**config.mk**
```make
export PLATFORM = sky130hd
export DESIGN_NAME = serial_adder
export DESIGN_NICKNAME = d
export VERILOG_FILES = /design/src/rtl/serial_add_pkg.sv /design/src/rtl/opnd_shreg.sv /design/src/rtl/carry_cell.sv /design/src/rtl/shift_window.sv /design/src/rtl/serial_adder.sv
export SDC_FILE = /design/constraint.sdc
export NUM_CORES = 1
export LEC_CHECK = 0
export ABC_CLOCK_PERIOD_IN_PS = 3400
export BUFFER_PORTS_ARGS = -buffer_cell sky130_fd_sc_hd__buf_4
export CORE_MARGIN = 8
export CORE_UTILIZATION = 51
export CTS_CLUSTER_SIZE = 24
export DETAILED_ROUTE_END_ITERATION = 10
export HOLD_SLACK_MARGIN = 0.1
export PLACE_DENSITY = 0.82
export SKIP_CTS_REPAIR_TIMING = 1
export SLEW_MARGIN = 5
export SYNTH_ARGS = -nofsm -noshare
export SYNTH_HDL_FRONTEND = slang
export SYNTH_SLANG_ARGS = --single-unit
export TNS_END_PERCENT = 1
```
**constraint.sdc**
```tcl
create_clock -name clk -period 3.4 [get_ports clk]
set_clock_uncertainty 0.2 [all_clocks]
set_input_delay 0.51 -clock clk [delete_from_list [all_inputs] [get_ports clk]]
set_output_delay 0.51 -clock clk [all_outputs]
set_load 0.01 [all_outputs]
```
**src/rtl/serial_add_pkg.sv**
```systemverilog
package serial_add_pkg;

    typedef struct packed {
        logic sum;
        logic cout;
    } fa_out_t;

    // One-bit full adder; the carry sets on 1+1, clears on 0+0, else holds.
    function automatic fa_out_t full_add(input logic x, input logic y, input logic q);
        fa_out_t r;
        r.sum = x ^ y ^ q;
        if (x & y)
            r.cout = 1'b1;
        else if (!x && !y)
            r.cout = 1'b0;
        else
            r.cout = q;
        return r;
    endfunction

endpackage

```
**src/rtl/opnd_shreg.sv**
```systemverilog
module opnd_shreg #(
    parameter int WIDTH = 8
) (
    input  logic             clk,
    input  logic             rst,
    input  logic             load,
    input  logic [WIDTH-1:0] load_val,
    input  logic             shift_en,
    input  logic             ser_in,
    output logic [WIDTH-1:0] q,
    output logic             ser_out
);
    always_ff @(posedge clk) begin
        if (rst)
            q <= '0;
        else if (load)
            q <= load_val;
        else if (shift_en)
            q <= {ser_in, q[WIDTH-1:1]};
    end

    assign ser_out = q[0];
endmodule

```
**src/rtl/carry_cell.sv**
```systemverilog
module carry_cell
    import serial_add_pkg::*;
(
    input  logic clk,
    input  logic rst,
    input  logic clear,
    input  logic en,
    input  logic x,
    input  logic y,
    output logic sum_bit,
    output logic carry_q
);
    fa_out_t fa;

    always_comb fa = full_add(x, y, carry_q);

    assign sum_bit = fa.sum;

    always_ff @(posedge clk) begin
        if (rst || clear)
            carry_q <= 1'b0;
        else if (en)
            carry_q <= fa.cout;
    end
endmodule

```
**src/rtl/shift_window.sv**
```systemverilog
module shift_window #(
    parameter int WIDTH = 8
) (
    input  logic clk,
    input  logic rst,
    input  logic launch,
    output logic active,
    output logic last
);
    localparam int CNT_W = $clog2(WIDTH + 1);
    localparam logic [CNT_W-1:0] CNT_INIT = CNT_W'(WIDTH);
    localparam logic [CNT_W-1:0] CNT_ONE  = CNT_W'(1);

    logic [CNT_W-1:0] remaining;

    always_ff @(posedge clk) begin
        if (rst)
            remaining <= '0;
        else if (launch)
            remaining <= CNT_INIT;
        else if (active)
            remaining <= remaining - CNT_ONE;
    end

    assign active = (remaining != '0);
    assign last   = (remaining == CNT_ONE);
endmodule

```
**src/rtl/serial_adder.sv**
```systemverilog
module serial_adder #(
    parameter int WIDTH = 8
) (
    input  logic             clk,
    input  logic             rst,
    input  logic             start,
    input  logic [WIDTH-1:0] a_in,
    input  logic [WIDTH-1:0] b_in,
    output logic             busy,
    output logic             done,
    output logic [WIDTH-1:0] sum_out,
    output logic [WIDTH-1:0] addend_out,
    output logic             carry_out
);
    logic accept;
    logic win_last;
    logic a_ser, b_ser, sum_bit;

    assign accept = start && !busy;

    shift_window #(.WIDTH(WIDTH)) u_window (
        .clk    (clk),
        .rst    (rst),
        .launch (accept),
        .active (busy),
        .last   (win_last)
    );

    opnd_shreg #(.WIDTH(WIDTH)) u_areg (
        .clk      (clk),
        .rst      (rst),
        .load     (accept),
        .load_val (a_in),
        .shift_en (busy),
        .ser_in   (sum_bit),
        .q        (sum_out),
        .ser_out  (a_ser)
    );

    opnd_shreg #(.WIDTH(WIDTH)) u_breg (
        .clk      (clk),
        .rst      (rst),
        .load     (accept),
        .load_val (b_in),
        .shift_en (busy),
        .ser_in   (b_ser),
        .q        (addend_out),
        .ser_out  (b_ser)
    );

    carry_cell u_carry (
        .clk     (clk),
        .rst     (rst),
        .clear   (accept),
        .en      (busy),
        .x       (a_ser),
        .y       (b_ser),
        .sum_bit (sum_bit),
        .carry_q (carry_out)
    );

    always_ff @(posedge clk) begin
        if (rst)
            done <= 1'b0;
        else
            done <= win_last;
    end
endmodule

```
==> run_results.csv, run 1 <==
group,metric,value,unit
hold_path,hp-class,"reg -> reg",
clocking,path_clk_slew,110,ps
setup_path,r2r_slack,1350,ps
floorplan,die_y,60.7,um
hold_path,min_from,"u_areg.q[2]",
floorplan,coreArea,1920,sq um
finish,fin_area,1320,sq um
hold_path,whs_path_depth,2,
clocking,clockBufferDepth,2,
placement,hpwlAfterDp,1670,um
routing,drc,0,
power_and_ir_drop,powerDensity,822,nW/um^2
clocking,cts-root-buf,"clkbuf_4",
synthesis,synth_nets,128,
routing,via_per_inst,5.28,
synthesis,synth_cell_types,22,
global_routing,antenna_found_initial,0,
floorplan,rows,16,
floorplan,die_area,3680,sq um
timing,fmax,0.399,GHz
finish,areaGrowthSynthToFinish,29.1,%
global_routing,grt_max_degree,35,
placement,globalplace.congestion,0.725,
setup_path,crit_type,"reg -> out",
synthesis,yosysWarnings,0,
timing,drv_slew,0,
synthesis,synth.cell_area,1020,sq um
clocking,htreeDepth,1,
clocking,clock-sinks,22,
floorplan,io_pins,38,
synthesis,synth_seq_area_share,43.2,%
clocking,cts_tree,"done",
timing,post-route-period-util,73.7,%
synthesis,synth.ff_latch_count,22,
global_routing,grt_first_pass_wirelength,3570,um
setup_path,required,2690,ps
setup_path,startpoint_type,"flip-flop",
floorplan,die_width,60.7,um
floorplan,start_util,53.0,%
routing,wirelength,2290,um
clocking,cts_made_buffers,3,
setup_path,crit_arrival,1800,ps
power_and_ir_drop,power_leakage,0.000609,uW
outcome,status,"complete, no violations",
global_routing,grt_pass1_vias,847,
finish,antennaDiodeCount,0,
routing,vias,872,
synthesis,postSynthAreaPerCell,9.61,sq um
power_and_ir_drop,power,1080,uW
placement,placed_area,1290,sq um
routing,wire_per_inst,13.9,um
global_routing,track_usage,12.7,%
setup_path,crit_fanout,34,
timing,grt_setup_unrepaired,"no",
timing,fin_crit,2510,ps
setup_path,r2r_start,"u_window.remaining[0]",
placement,portBuffers,37,
hold_path,min_to,"u_areg.q[1]",
timing,hold_viol_final,0,
flow_run,drv_cap,0,
global_routing,grt-ovfl-total,0,
timing,holdWs,331,ps
clocking,clk_latency,300,ps
timing,finalSetupViolCount,0,
synthesis,syn_inst,106,
timing,maxSlewHeadroom,78.5,%
finish,nets,162,
finish,final_core_util,68.4,%
routing,drt_iter0_markers,7,
finish,layout-drive-gt1-share,31.2,%
setup_path,cp-end-kind,"output port",
power_and_ir_drop,ir_drop,0.000455,V
timing,fin_tns_setup,0,ps
setup_path,reg2regPathDepth,7,
routing,antenna_left,0,
routing,dr.pass1.iters,4,
setup_path,r2r_end,"u_window.remaining[1]",
timing,worst_pin_slew,323,ps
cells by family (layout without fill, tap and decap cells):
group           count (synthesis)  after routing  synth area share (%)
simple gates                   29             29                  14.7
fa+ha+maj                       3              3                  3.69
buf+inv                        12             44                  5.53
mux                            17             17                  16.7
flops                          22             22                  43.2
xor+xnor                        1              1                 0.860
compound gates                 22             22                  15.2
stage by stage:
| stage | cells | worst slack [ps] |
|---|---|---|
| global placement | 162 | 1300 |
| global route | 165 | 758 |
| detailed placement | 162 | 1230 |
| CTS | 165 | 884 |
| floorplan | 106 | 1700 |
| finish | 165 | 894 |
layer usage:
layer | routed length, um | vias up | track usage, %
met5 | 0 | - | 0
met4 | 27 | 0 | 5.98
met3 | 128 | 4 | 3.39
met2 | 1070 | 25 | 21.4
met1 | 1070 | 402 | 14.5
li1 | - | 441 | -
synthesized netlist by cell type (all sizes together):
cell | count | area (sq um)
dfxtp | 22 | 440
mux2i | 17 | 170
nor2 | 17 | 63.8
a211oi | 16 | 120
buf | 5 | 30.0
clkbuf | 4 | 15.0
a21oi | 3 | 15.0
ha | 3 | 37.5
inv | 3 | 11.3
or3 | 3 | 18.8
a31oi | 2 | 12.5
nand2 | 2 | 7.51
nand3b | 2 | 15.0
nand2b | 1 | 6.26
nand3 | 1 | 5.00
nor2b | 1 | 6.26
nor3b | 1 | 18.8
nor4b | 1 | 8.76
o21a | 1 | 7.51
xor2 | 1 | 8.76
cells in the final DEF (no fill, tap or decap), types with 3 or more instances in the layout:
master and instances:
nor2_1 17, a211oi_1 16, or3_1 3, clkbuf_4 3, ha_1 3, buf_4 38
mux2i_1 17, a21oi_1 3, dfxtp_1 22
state kept, by name (all words and copies together), names as in the netlist:
register	count
u_areg.q	8
u_breg.q	8
u_window.remaining	4
done	1
u_carry.carry_q	1
critical path, cell delays in order, from the launching register on:
cell and delay [ps]:
dfxtp_1 340, inv_1 110, ha_1 240, nor3b_4 190, buf_4 340, inv_2 120, buf_4 160
final cells by class:
type                            instances  area [sq um]
Inverter                                3          11.3
Sequential cell                        22           440
Clock buffer                            3          22.5
Timing Repair Buffer                   38           285
Multi-Input combinational cell         72           522
Fill cell                             184           607
Tap cell                               27          33.8
worst max path at each step:
stage | cells past startpoint | slack (ps) | endpoint | startpoint
finish | 6 | 890 | busy | u_window.remaining[0]
global route | 6 | 760 | busy | u_window.remaining[0]
CTS | 6 | 880 | busy | u_window.remaining[0]
detailed placement | 6 | 1230 | busy | u_window.remaining[0]
global placement | 6 | 1300 | busy | u_window.remaining[0]
floorplan | 4 | 1700 | busy | u_window.remaining[0]
report_power, final:
part	total [uW]	internal (uW)	switching, uW
Combinational	547	260	287
Clock	112	41.3	70.9
Sequential	422	347	74.9
Total	1080	648	433
Power figures use the tool's default switching activity.
==> run 2, diff against run 1 <==
--- a/config.mk
+++ b/config.mk
@@ -5,14 +5,14 @@
 export SDC_FILE = /design/constraint.sdc
 export NUM_CORES = 1
 export LEC_CHECK = 0
-export ABC_CLOCK_PERIOD_IN_PS = 3400
+export ABC_CLOCK_PERIOD_IN_PS = 2560
 export BUFFER_PORTS_ARGS = -buffer_cell sky130_fd_sc_hd__buf_4
 export CORE_MARGIN = 8
-export CORE_UTILIZATION = 51
+export CORE_UTILIZATION = 47
 export CTS_CLUSTER_SIZE = 24
 export DETAILED_ROUTE_END_ITERATION = 10
 export HOLD_SLACK_MARGIN = 0.1
-export PLACE_DENSITY = 0.82
+export PLACE_DENSITY = 0.77
 export SKIP_CTS_REPAIR_TIMING = 1
 export SLEW_MARGIN = 5
 export SYNTH_ARGS = -nofsm -noshare
==> constraint.sdc (replaced) <==
create_clock -name clk -period 2.56 [get_ports clk]
set_clock_uncertainty 0.2 [all_clocks]
set_input_delay 0.384 -clock clk [delete_from_list [all_inputs] [get_ports clk]]
set_output_delay 0.384 -clock clk [all_outputs]
set_load 0.01 [all_outputs]
==> run_results.csv, run 2 (synthesis gave the netlist of run 1 again) <==
group,metric,value,unit
setup_path,crit_fanout,7,
clocking,clock-sinks,22,
global_routing,grt-ovfl-total,0,
hold_path,min_from,"rst",
routing,wire_per_inst,13.2,um
routing,drt_iter0_markers,10,
finish,reg.largest.list,"u_areg.q (8), u_breg.q (8), u_window.remaining (4)",
finish,final_cell_mix,"buf_4 (39), dfxtp_1 (22), mux2i_1 (17), nor2_1 (17), a211oi_1 (16)",
timing,grt_setup_unrepaired,"no",
floorplan,coreArea,2130,sq um
placement,portBuffers,37,
outcome,status,"complete, no violations",
routing,antenna_left,0,
clocking,clockBufferDepth,2,
setup_path,r2r_end,"u_areg.q[5]",
routing,vias,869,
timing,hold_viol_final,0,
finish,layout-drive-gt1-share,32.1,%
routing,wirelength,2210,um
global_routing,antenna_found_initial,0,
clocking,clk_latency,300,ps
power_and_ir_drop,powerDensity,1100,nW/um^2
timing,fmax,0.486,GHz
placement,hpwlAfterDp,1660,um
setup_path,required,1980,ps
placement,globalplace.congestion,0.789,
flow_run,drv_cap,0,
clocking,path_clk_slew,110,ps
floorplan,start_util,47.9,%
hold_path,whs_path_depth,2,
clocking,cts_made_buffers,3,
routing,via_per_inst,5.17,
setup_path,reg2regPathDepth,6,
finish,antennaDiodeCount,0,
finish,final_core_util,62.9,%
finish,mostFrequentLayoutCell,"buf_4",
finish,multi_input_area,522,sq um
floorplan,die_width,62.6,um
clocking,htreeDepth,1,
clocking,cts-root-buf,"clkbuf_4",
timing,post-route-period-util,80.4,%
setup_path,crit_type,"reg -> out",
setup_path,r2r_start,"u_window.remaining[0]",
setup_path,startpoint_type,"flip-flop",
global_routing,track_usage,11.5,%
routing,dr.pass1.iters,4,
finish,areaGrowthSynthToFinish,31.3,%
power_and_ir_drop,power_leakage,0.000621,uW
finish,nFillCells,188,
timing,worst_pin_slew,305,ps
finish,nets,163,
power_and_ir_drop,ir_drop,0.000660,V
hold_path,hp-class,"in -> reg",
global_routing,grt_max_degree,23,
hold_path,min_to,"u_window.remaining[2]",
timing,finalSetupViolCount,0,
setup_path,crit_arrival,1470,ps
finish,ff_latch_area,440,sq um
floorplan,die_y,62.6,um
global_routing,grt_first_pass_wirelength,3840,um
timing,fin_tns_setup,0,ps
timing,drv_slew,0,
timing,maxSlewHeadroom,79.7,%
routing,drc,0,
setup_path,r2r_slack,830,ps
floorplan,die_area,3910,sq um
setup_path,cp-end-kind,"output port",
timing,fin_crit,2060,ps
global_routing,grt_pass1_vias,884,
floorplan,rows,17,
floorplan,io_pins,38,
clocking,cts_tree,"done",
-- run 2: how the worst max path moves through the flow --
stage	to	startpoint
after CTS	busy	u_window.remaining[0]
after floorplan	u_window.remaining[1]	u_window.remaining[0]
after detailed placement	busy	u_window.remaining[0]
after global routing	busy	u_window.remaining[0]
after global placement	busy	u_window.remaining[0]
final	busy	u_window.remaining[0]
-- run 2: area by class of cell --
type,instances,share of cell area (%)
Sequential cell,22,32.9
Inverter,3,0.842
Timing Repair Buffer,39,21.9
Multi-Input combinational cell,72,39.0
Clock buffer,4,2.71
Tap cell,28,2.62
-- run 2: metal layers --
| metal | part of all wire [%] | global-route usage (%) | vias to the layer above |
|---|---|---|---|
| li1 | - | - | 448 |
| met1 | 46 | 13.3 | 394 |
| met2 | 46 | 19.0 | 23 |
| met3 | 6.4 | 4.66 | 4 |
| met4 | 1.1 | 3.42 | 0 |
| met5 | 0 | 0 | - |
-- run 2: power by group --
part	leakage (uW)	internal [uW]	switching [uW]
clock	0.0000210	86.8	99.1
combinational	0.000418	360	377
sequential	0.000182	461	95.0
total	0.000621	907	571
-- run 2: critical path: stages, from the launching register on --
cell,delay [ps]
dfxtp_1,350
inv_1,100
ha_1,230
nor3b_4,250
inv_2,100
buf_4,150
-- run 2: stage by stage --
step | cells | cell area, sq um | setup WS, ps | hold WS [ps] | power [uW]
finish | 168 | 1340 | 503 | 213 | 1480
global route | 168 | 1340 | 393 | 210 | 1610
CTS | 168 | 1340 | 492 | 207 | 1500
floorplan | 106 | 1020 | 865 | 261 | 1050
detailed placement | 164 | 1300 | 851 | 306 | 1310
global placement | 164 | 1300 | 894 | 301 | 1290
